File: config.mk
export PLATFORM = sky130hd
export DESIGN_NAME = pe_lookahead_enc
export DESIGN_NICKNAME = d
export VERILOG_FILES = /design/src/rtl/pe_pkg.sv /design/src/rtl/pe_half4.sv /design/src/rtl/pe_macro8.sv /design/src/rtl/pe_slice32.sv /design/src/rtl/pe_lookahead_enc.sv
export SDC_FILE = /design/constraint.sdc
export NUM_CORES = 1
export LEC_CHECK = 0
export ABC_AREA = 1
export BUFFER_PORTS_ARGS = -buffer_cell sky130_fd_sc_hd__buf_2
export CAP_MARGIN = 20
export CORE_MARGIN = 5
export CORE_UTILIZATION = 49
export DETAILED_ROUTE_END_ITERATION = 7
export PLACE_DENSITY = 0.83
export SLEW_MARGIN = 10
export SYNTH_ARGS = -nofsm -noshare
export SYNTH_HDL_FRONTEND = slang
export SYNTH_HIERARCHICAL = 1
export SYNTH_SLANG_ARGS = --single-unit
File: constraint.sdc
create_clock -name clk_i -period 0.8 [get_ports clk_i]
set_input_delay 0.04 -clock clk_i [delete_from_list [all_inputs] [get_ports clk_i]]
set_output_delay 0.04 -clock clk_i [all_outputs]
set_load 0.02 [all_outputs]
File: src/rtl/pe_pkg.sv
package pe_pkg;
  localparam int unsigned HALF_W     = 4;
  localparam int unsigned MACRO_W    = 2 * HALF_W;
  localparam int unsigned SLICE_W    = 32;
  localparam int unsigned MACROS_PER = SLICE_W / MACRO_W;
endpackage

File: src/rtl/pe_half4.sv
module pe_half4
  import pe_pkg::*;
(
  input  logic [HALF_W-1:0] req_i,
  input  logic              la_i,
  output logic [HALF_W-1:0] gnt_o
);
  for (genvar b = 0; b < HALF_W; b++) begin : g_bit
    localparam logic [HALF_W-1:0] LOWER = HALF_W'((1 << b) - 1);
    assign gnt_o[b] = req_i[b] & ~la_i & ~(|(req_i & LOWER));
  end
endmodule

File: src/rtl/pe_macro8.sv
module pe_macro8
  import pe_pkg::*;
(
  input  logic [MACRO_W-1:0] req_i,
  input  logic               la_i,
  output logic [MACRO_W-1:0] gnt_o,
  output logic               any_o
);
  logic la_hi; // second-level lookahead into upper half

  assign any_o = |req_i;
  assign la_hi = (|req_i[HALF_W-1:0]) | la_i;

  pe_half4 u_lo (
    .req_i(req_i[HALF_W-1:0]),
    .la_i (la_i),
    .gnt_o(gnt_o[HALF_W-1:0])
  );

  pe_half4 u_hi (
    .req_i(req_i[MACRO_W-1:HALF_W]),
    .la_i (la_hi),
    .gnt_o(gnt_o[MACRO_W-1:HALF_W])
  );
endmodule

File: src/rtl/pe_slice32.sv
module pe_slice32
  import pe_pkg::*;
(
  input  logic [SLICE_W-1:0] req_i,
  input  logic               la_i,
  output logic [SLICE_W-1:0] gnt_o,
  output logic               any_o
);
  logic [MACROS_PER-1:0] any_m;
  logic [MACROS_PER-1:0] la_m;
  logic                  la0;

  // 2x2 fold: macro 0 lookahead drives macros 1 and 3 directly
  assign la0     = la_i | any_m[0];
  assign la_m[0] = la_i;
  assign la_m[1] = la0;
  assign la_m[2] = la0 | any_m[1];
  assign la_m[3] = la0 | any_m[1] | any_m[2];
  assign any_o   = |any_m;

  for (genvar m = 0; m < MACROS_PER; m++) begin : g_macro
    pe_macro8 u_macro (
      .req_i(req_i[m*MACRO_W +: MACRO_W]),
      .la_i (la_m[m]),
      .gnt_o(gnt_o[m*MACRO_W +: MACRO_W]),
      .any_o(any_m[m])
    );
  end
endmodule

File: src/rtl/pe_lookahead_enc.sv
module pe_lookahead_enc
  import pe_pkg::*;
#(
  parameter int unsigned N       = 128,
  parameter bit          OUT_REG = 1'b1
) (
  input  logic         clk_i,
  input  logic         rst_ni,
  input  logic [N-1:0] req_i,
  output logic [N-1:0] gnt_o,
  output logic         valid_o
);
  localparam int unsigned G = N / SLICE_W;
  localparam int unsigned P = (G + 1) / 2;

  if ((N % SLICE_W) != 0 || N == 0) begin : g_bad_width
    $error("pe_lookahead_enc: N must be a positive multiple of 32");
  end

  logic [G-1:0] grp_any;
  logic [G-1:0] grp_la;
  logic [P-1:0] pair_any;
  logic [P-1:0] pair_la;
  logic [N-1:0] gnt_c;
  logic         valid_c;

  for (genvar p = 0; p < P; p++) begin : g_pair
    if (2*p + 1 < G) begin : g_full
      assign pair_any[p] = grp_any[2*p] | grp_any[2*p+1];
    end else begin : g_lone
      assign pair_any[p] = grp_any[2*p];
    end
    if (p == 0) begin : g_first
      assign pair_la[p] = 1'b0;
    end else begin : g_rest
      // second-level fold: OR of all lower pairs, no pair-to-pair ripple
      localparam logic [P-1:0] BELOW = {P{1'b1}} >> (P - p);
      assign pair_la[p] = |(pair_any & BELOW);
    end
  end

  for (genvar g = 0; g < G; g++) begin : g_slice
    if (g % 2 == 0) begin : g_even
      assign grp_la[g] = pair_la[g/2];
    end else begin : g_odd
      assign grp_la[g] = pair_la[g/2] | grp_any[g-1];
    end
    pe_slice32 u_slice (
      .req_i(req_i[g*SLICE_W +: SLICE_W]),
      .la_i (grp_la[g]),
      .gnt_o(gnt_c[g*SLICE_W +: SLICE_W]),
      .any_o(grp_any[g])
    );
  end

  assign valid_c = |pair_any;

  if (OUT_REG) begin : g_reg
    logic [N-1:0] gnt_q;
    logic         valid_q;
    always_ff @(posedge clk_i or negedge rst_ni) begin
      if (!rst_ni) begin
        gnt_q   <= '0;
        valid_q <= 1'b0;
      end else begin
        gnt_q   <= gnt_c;
        valid_q <= valid_c;
      end
    end
    assign gnt_o   = gnt_q;
    assign valid_o = valid_q;
  end else begin : g_comb
    assign gnt_o   = gnt_c;
    assign valid_o = valid_c;
  end
endmodule

==> results.cfg, run 1 <==
[run_status]
outcome = stopped before the end
lastStage = global routing (5_1_grt)
first-error = [ERROR DPL-0038] Utilization greater than 100%, impossible to legalize

[die]
die_y_um = 119
ioPinCount = 259
fp.dieW_um = 119
core.rowCount = 39
start_util_pct = 50.4

[logic_synthesis]
synth_area_leader_cell = dfrtp_1
syn_area_mm2 = 0.00578
yosys.area.top_type_share_pct = 55.9
yosysMostFrequentCell = inv_1
synth_edf_count = 0
synth_seq_cells = 129
yosysSeqAreaShare_pct = 55.9
yosys-top-cells-count = inv_1 (254), nand2_1 (198), nor2_1 (181)
synth.distinct_cells = 7
async_flop_share_pct = 100
syn_area_per_cell_um2 = 7.30
synthCells = 792
synth_warnings = 6
synth_area_leaders = dfrtp_1 (56%), inv_1 (16%), nand2_1 (13%), nor2_1 (12%), nor2_2 (2.3%)
synth_ff_type = dfrtp_1

[cts]
clock_sinks = 129
cts_buffer_depth = 2
root_buffer = clkbuf_16
cts_inserted_buffers = 17
cts.htree.levels = 4

[placed_design]
hpwl_um = 12700
gp_congestion = 0.866
placed_area_mm2 = 0.00804
place_ws_ns = -0.994
numPortBuffers = 258

[timing]
endpoint_type = sequential cell input
grt-worst-endpoint = gnt_o[78]$_DFF_PN0_/D

[grt]
grt_max_degree = 64
-- through the flow --
step / instances / utilization, %
2_1_floorplan: 795 / -
3_3_place_gp: 1288 / 70.1
3_5_place_dp: 1288 / 70.1
4_1_cts: 1459 / 96.3
-- logic make-up after synthesis --
| group | count (synthesis) | share of synthesized area, % |
|---|---|---|
| flops | 129 | 55.9 |
| other cells | 1 | 0.0649 |
| buf+inv | 254 | 16.5 |
| simple gates | 408 | 27.6 |
-- what timing repair did --
item	CTS
pin swaps	46
setup endpoints to repair	235
endpoints found under the hold margin	257
buffers inserted	8
hold buffers	131
gates resized for setup	357
==> inputs of run 2 (changes only) <==
- CORE_UTILIZATION: 49 -> 34
- PLACE_DENSITY: 0.83 -> unset
- PLACE_DENSITY_LB_ADDON: unset -> 0.15
==> run 2 against run 1 <==
Compared with the run above:
- the flow now finishes, with violations (negative hold slack, negative setup slack)
- synthesized cell count stayed put
- area after synthesis stayed put
==> results.cfg, run 2 <==
[die]
die-area_mm2 = 0.0197
start_util_pct = 34.7
die_y_um = 140
core.rowCount = 47
ioPinCount = 259
core_mm2 = 0.0166
fp.dieW_um = 140

[worst_setup_path]
path_cells = buf_6, inv_2, nand2_2, nor2_4, nand2_2, nor2_4, nand3_4, nor2_4, inv_2, nor2_4, nand3_4, buf_6, inv_2, nand2_2, nor2_2
cp_slowest_cell = nor2_4
arrival_ns = 1.52
path_class = in2reg
path_delay_family = simple AND/OR/NAND/NOR gates
cp-end-kind = register
start_kind = primary input
worstPathRequired_ns = 1.14
cp_common_cell = nor2_4
critPathMaxStageDelay_ns = 0.18
crit_fanout = 3
path_buf_inv = 5
path_depth = 15

[run_status]
violations = negative hold slack, negative setup slack
outcome = complete, but fails checks

[final_layout]
drive_above_1_share_pct = 46.7
layout_commonest_cell = inv_1
syn_to_final_growth_pct = 101
largest_register_ffs = 128
nFillCells = 1321
nNetsFinal = 1450
fin_util_pct = 69.8
final_cell_mix = inv_1 (181), buf_6 (153), nand2_1 (141)

[cts]
cts.htree.levels = 4
clock_sinks = 129
cts_tree = built
clk_pin_slew_ns = 0.06
cts_buffer_depth = 2
cts_inserted_buffers = 17
root_buffer = clkbuf_16

[logic_synthesis]
syn_area_per_cell_um2 = 7.30
synth.distinct_cells = 7
yosysSeqAreaShare_pct = 55.9
syn_area_mm2 = 0.00578
synth_ff_type = dfrtp_1
synth_seq_cells = 129
synth_area_leaders = dfrtp_1 (56%), inv_1 (16%), nand2_1 (13%), nor2_1 (12%), nor2_2 (2.3%)
async_flop_share_pct = 100
synthCells = 792
yosys-top-cells-count = inv_1 (254), nand2_1 (198), nor2_1 (181)
synth_warnings = 6
yosys.area.top_type_share_pct = 55.9
synth_edf_count = 0
synth_area_leader_cell = dfrtp_1
yosysMostFrequentCell = inv_1

[timing]
fmax_ghz = 0.853
setup_ws_ns = -0.372
finalHoldViolCount = 5
final.setup.tns_ns = -42.31
period_share_pct = 146
period_minus_slack_ns = 1.17
whs_ns = -0.0251
slew_violations = 0
setup_viol = 235
rsz0062_at_grt = yes

[min_path]
hold_path.class = in2reg
holdCritStartpoint = req_i[9]
holdPathStages = 4
hold_end = gnt_o[9]

[grt]
antenna_found_initial = 2
track_usage_pct = 19.2
grt_remaining_overflow = 0
grt_pass1_vias = 6394
grt_max_degree = 33
grt_pass1_wl_um = 30300

[pwr]
total_power_w = 0.0165
power_density_mw_per_mm2 = 1420
ir_worst_vdd_uv = 1310
p_leak_nw = 6.73

[routing]
drc = 0
ant_nets = 0
drt_wl_total_um = 19200
dr_total_vias = 6294
avgRoutedWirePerCell_um = 12.4
first_pass_iters = 5
vias_per_cell = 4.05
drtIter0Drc = 198

[flow_run]
max_cap_violations = 0

[placed_design]
place_ws_ns = -0.899
gp_congestion = 0.811
hpwl_um = 13100
numPortBuffers = 258
[run 2: cell counts after synthesis]
No cell type changed its count.
[run 2: cell families (layout without fill, tap and decap cells)]
| family | count (synthesis) | after routing | synth area share [%] |
|---|---|---|---|
| simple gates | 408 | 408 | 27.6 |
| other cells | 1 | 5 | 0.0649 |
| buf+inv | 254 | 792 | 16.5 |
| flops | 129 | 129 | 55.9 |
[run 2: cell type report]
class | count | area [µm²] | share of cell area, %
inverters | 254 | 978 | 8.42
diodes | 1 | 2.50 | 0.0215
well taps | 220 | 275 | 2.37
clock inverters | 10 | 134 | 1.15
clock buffers | 22 | 464 | 4.00
multi-input cells | 412 | 2080 | 17.9
flip-flops and latches | 129 | 3230 | 27.8
repair buffers | 506 | 4460 | 38.4
[run 2: timing repair]
| item | 4_1_cts | 5_1_grt |
|---|---|---|
| setup buffers | 9 | 10 |
| setup endpoints to repair | 238 | 250 |
| endpoints found under the hold margin | 256 | 8 |
| hold buffers | 130 | 6 |
| gates resized for setup | 318 | 175 |
| pin swaps | 36 | 86 |
[run 2: metrics by stage]
step / area, µm² / instances
6_report: 11600 / 1554
4_1_cts: 11200 / 1546
3_3_place_gp: 8240 / 1375
2_1_floorplan: 5850 / 795
3_5_place_dp: 8240 / 1375
5_1_grt: 11600 / 1554
[run 2: worst max-delay path by stage]
| stage | startpoint | to |
|---|---|---|
| after floorplan | req_i[0] | gnt_o[126] |
| after global placement | req_i[0] | gnt_o[94] |
| after detailed placement | req_i[0] | gnt_o[126] |
| after CTS | req_i[7] | gnt_o[126] |
| after global routing | req_i[25] | gnt_o[90] |
| final | req_i[27] | gnt_o[90] |
[run 2: per-layer routing]
layer | track usage (%) | wire, µm | vias to the layer above
met4 | 7.04 | 619 | 2
met5 | 0 | 11 | -
met1 | 20.3 | 6860 | 2846
met2 | 35.0 | 10100 | 187
li1 | - | - | 3216
met3 | 6.68 | 1590 | 43
[run 2: report_power, final]
group | internal (W) | total, W | switching [W] | leakage (nW)
Combinational | 0.00116 | 0.00206 | 0.000900 | 4.65
Sequential | 0.00654 | 0.00654 | 0.00000387 | 1.80
Clock | 0.00505 | 0.00788 | 0.00283 | 0.290
Total | 0.0127 | 0.0165 | 0.00374 | 6.73
[run 2: worst min-delay path: cells and delay by family]
| kind | cells | cell delay, ns |
|---|---|---|
| buffers and inverters | 2 | 0.19 |
| and+or+nand+nor | 2 | 0.11 |
No activity file was read; power rests on OpenSTA's default activity.
==> inputs of run 3 (changes only) <==
- CORE_ASPECT_RATIO: unset -> 0.7
==> run 3 against run 2 <==
Compared with the run above:
- non-clock buffer count rose by 13
- the flow still finishes with violations (negative hold slack, negative setup slack)
- critical path type unchanged
- core utilization rose by 2.9 points
- critical endpoint is now gnt_o[118]
- routed wire length rose by 8.1%
==> results.cfg, run 3 (synthesis results as in run 2) <==
[run_status]
outcome = complete, but fails checks
violations = negative hold slack, negative setup slack

[timing]
finalHoldViolCount = 3
rsz0062_at_grt = yes
period_minus_slack_ns = 1.28
fmax_ghz = 0.780
setup_viol = 242
slew_violations = 0
setup_ws_ns = -0.482
period_share_pct = 160
whs_ns = -0.104

[grt]
grt_remaining_overflow = 0
grt_pass1_vias = 6531
grt_max_degree = 39
track_usage_pct = 20.0
antenna_found_initial = 2
grt_pass1_wl_um = 31800

[cts]
cts_buffer_depth = 2
cts_inserted_buffers = 17
clk_pin_slew_ns = 0.06
root_buffer = clkbuf_16
cts.htree.levels = 4
cts_tree = built
clock_sinks = 129

[routing]
dr_total_vias = 6438
first_pass_iters = 5
ant_nets = 0
drc = 0
drtIter0Drc = 262
drt_wl_total_um = 20800
vias_per_cell = 4.10
avgRoutedWirePerCell_um = 13.2

[placed_design]
placed_cells = 1382
place_ws_ns = -0.932
placed_area_mm2 = 0.00825
gp_congestion = 0.801
hpwl_um = 13400
numPortBuffers = 258

[die]
ioPinCount = 259
start_util_pct = 35.0
die_y_um = 119
die-area_mm2 = 0.0197
fp.dieW_um = 166
core_mm2 = 0.0165
core.rowCount = 39

[pwr]
combPwrFrac_pct = 12.5
seq_power_share_pct = 37.4
ir_worst_vdd_uv = 1150
p_sw_w = 0.00401
power_density_mw_per_mm2 = 1460
swShare_pct = 22.9
p_leak_nw = 6.85
p_clk_share_pct = 50.1
power.internal_w = 0.0135

[final_layout]
drive_above_1_share_pct = 49.5
nNetsFinal = 1463
nFillCells = 1210
largest_register_ffs = 128
layout_commonest_cell = inv_1
fin_area_mm2 = 0.0120
fin_util_pct = 72.7
final_cell_mix = inv_1 (174), buf_6 (169), dlygate4sd3_1 (130)
final_cells = 1572
seqCellArea_mm2 = 0.00323
syn_to_final_growth_pct = 108
multiInputGateArea_mm2 = 0.00219

[worst_setup_path]
path_class = in2reg
start_kind = primary input
cp_common_cell = nand2_2
critPathMaxStageDelay_ns = 0.17
cp-end-kind = register
arrival_ns = 1.62
crit_start = req_i[22]
crit_fanout = 3
cp_slowest_cell = nor2_4
worstPathRequired_ns = 1.14
path_cells = buf_2, inv_1, nand2_2, nor2_2, nand2_2, inv_2, nand3_4, nor2_4, nand2_2, nor2_4, nand2_4, inv_2, nand2_2, inv_2, nand2_2, nor2_1
crit_end = gnt_o[118]

[flow_run]
max_cap_violations = 0

[min_path]
hold_path.class = in2reg
-- run 3: cell count changes in the layout (fill, tap and decap cells not counted), moves of 5 or more --
cell / before / now
buf_2: 115 / 105
nor2_1: 126 / 121
inv_1: 181 / 174
nand2_1: 141 / 120
nor2_4: 18 / 27
nand2_2: 49 / 70
inv_2: 65 / 70
buf_6: 153 / 169
-- run 3: metrics by stage --
step           power, W  hold slack, ns  TNS (ns)
2_1_floorplan   0.00705          -0.256    -30.32
3_3_place_gp    0.00804         -0.0929    -78.65
3_5_place_dp    0.00806         -0.0928    -80.62
4_1_cts          0.0175          -0.129    -46.57
5_1_grt          0.0182          -0.103    -65.16
6_report         0.0175          -0.104    -49.48
-- run 3: worst min-delay path by stage --
| stage | from | to | slack, ns | cells after the start |
|---|---|---|---|---|
| final | req_i[122] | gnt_o[122] | -0.10 | 3 |
| after global routing | req_i[122] | gnt_o[122] | -0.10 | 3 |
| after CTS | req_i[51] | gnt_o[51] | -0.13 | 3 |
| after detailed placement | rst_ni | gnt_o[114] | -0.09 | 1 |
| after global placement | rst_ni | gnt_o[114] | -0.09 | 1 |
| after floorplan | rst_ni | gnt_o[0] | -0.26 | 0 |
-- run 3: timing repair --
action / in CTS / in global routing
setup buffers: 13 / 19
hold endpoints to repair: 257 / 6
setup endpoints to repair: 225 / 247
resized for setup: 344 / 211
pin swaps: 43 / 95
hold buffers: 130 / 3
-- run 3: final cells by class --
type	count	share of cell area, %
Sequential cell	129	26.9
Tap cell	225	2.35
Inverter	254	8.24
Clock inverter	12	1.71
Clock buffer	20	3.81
Multi-Input combinational cell	412	18.3
Antenna cell	1	0.0209
Timing Repair Buffer	519	38.7
-- run 3: worst max-delay path, delay by kind of cell --
| family | cells | cell delay, ns |
|---|---|---|
| buf+inv | 5 | 0.42 |
| simple gates | 11 | 1.16 |
-- run 3: power by group through the flow --
stage	combinational, W	sequential, W	clock [W]
floorplan	0.000389	0.00667	0
global placement	0.00139	0.00665	0
detailed placement	0.00140	0.00665	0
finish	0.00219	0.00654	0.00875
CTS	0.00198	0.00654	0.00893
global route	0.00242	0.00653	0.00920
-- run 3: metal layers --
metal | up-vias | global-route usage [%] | wire length [µm]
met3 | 30 | 8.58 | 1710
met2 | 185 | 33.9 | 10600
li1 | 3240 | - | -
met1 | 2981 | 23.3 | 8050
met4 | 2 | 5.56 | 401
met5 | - | 0 | 13
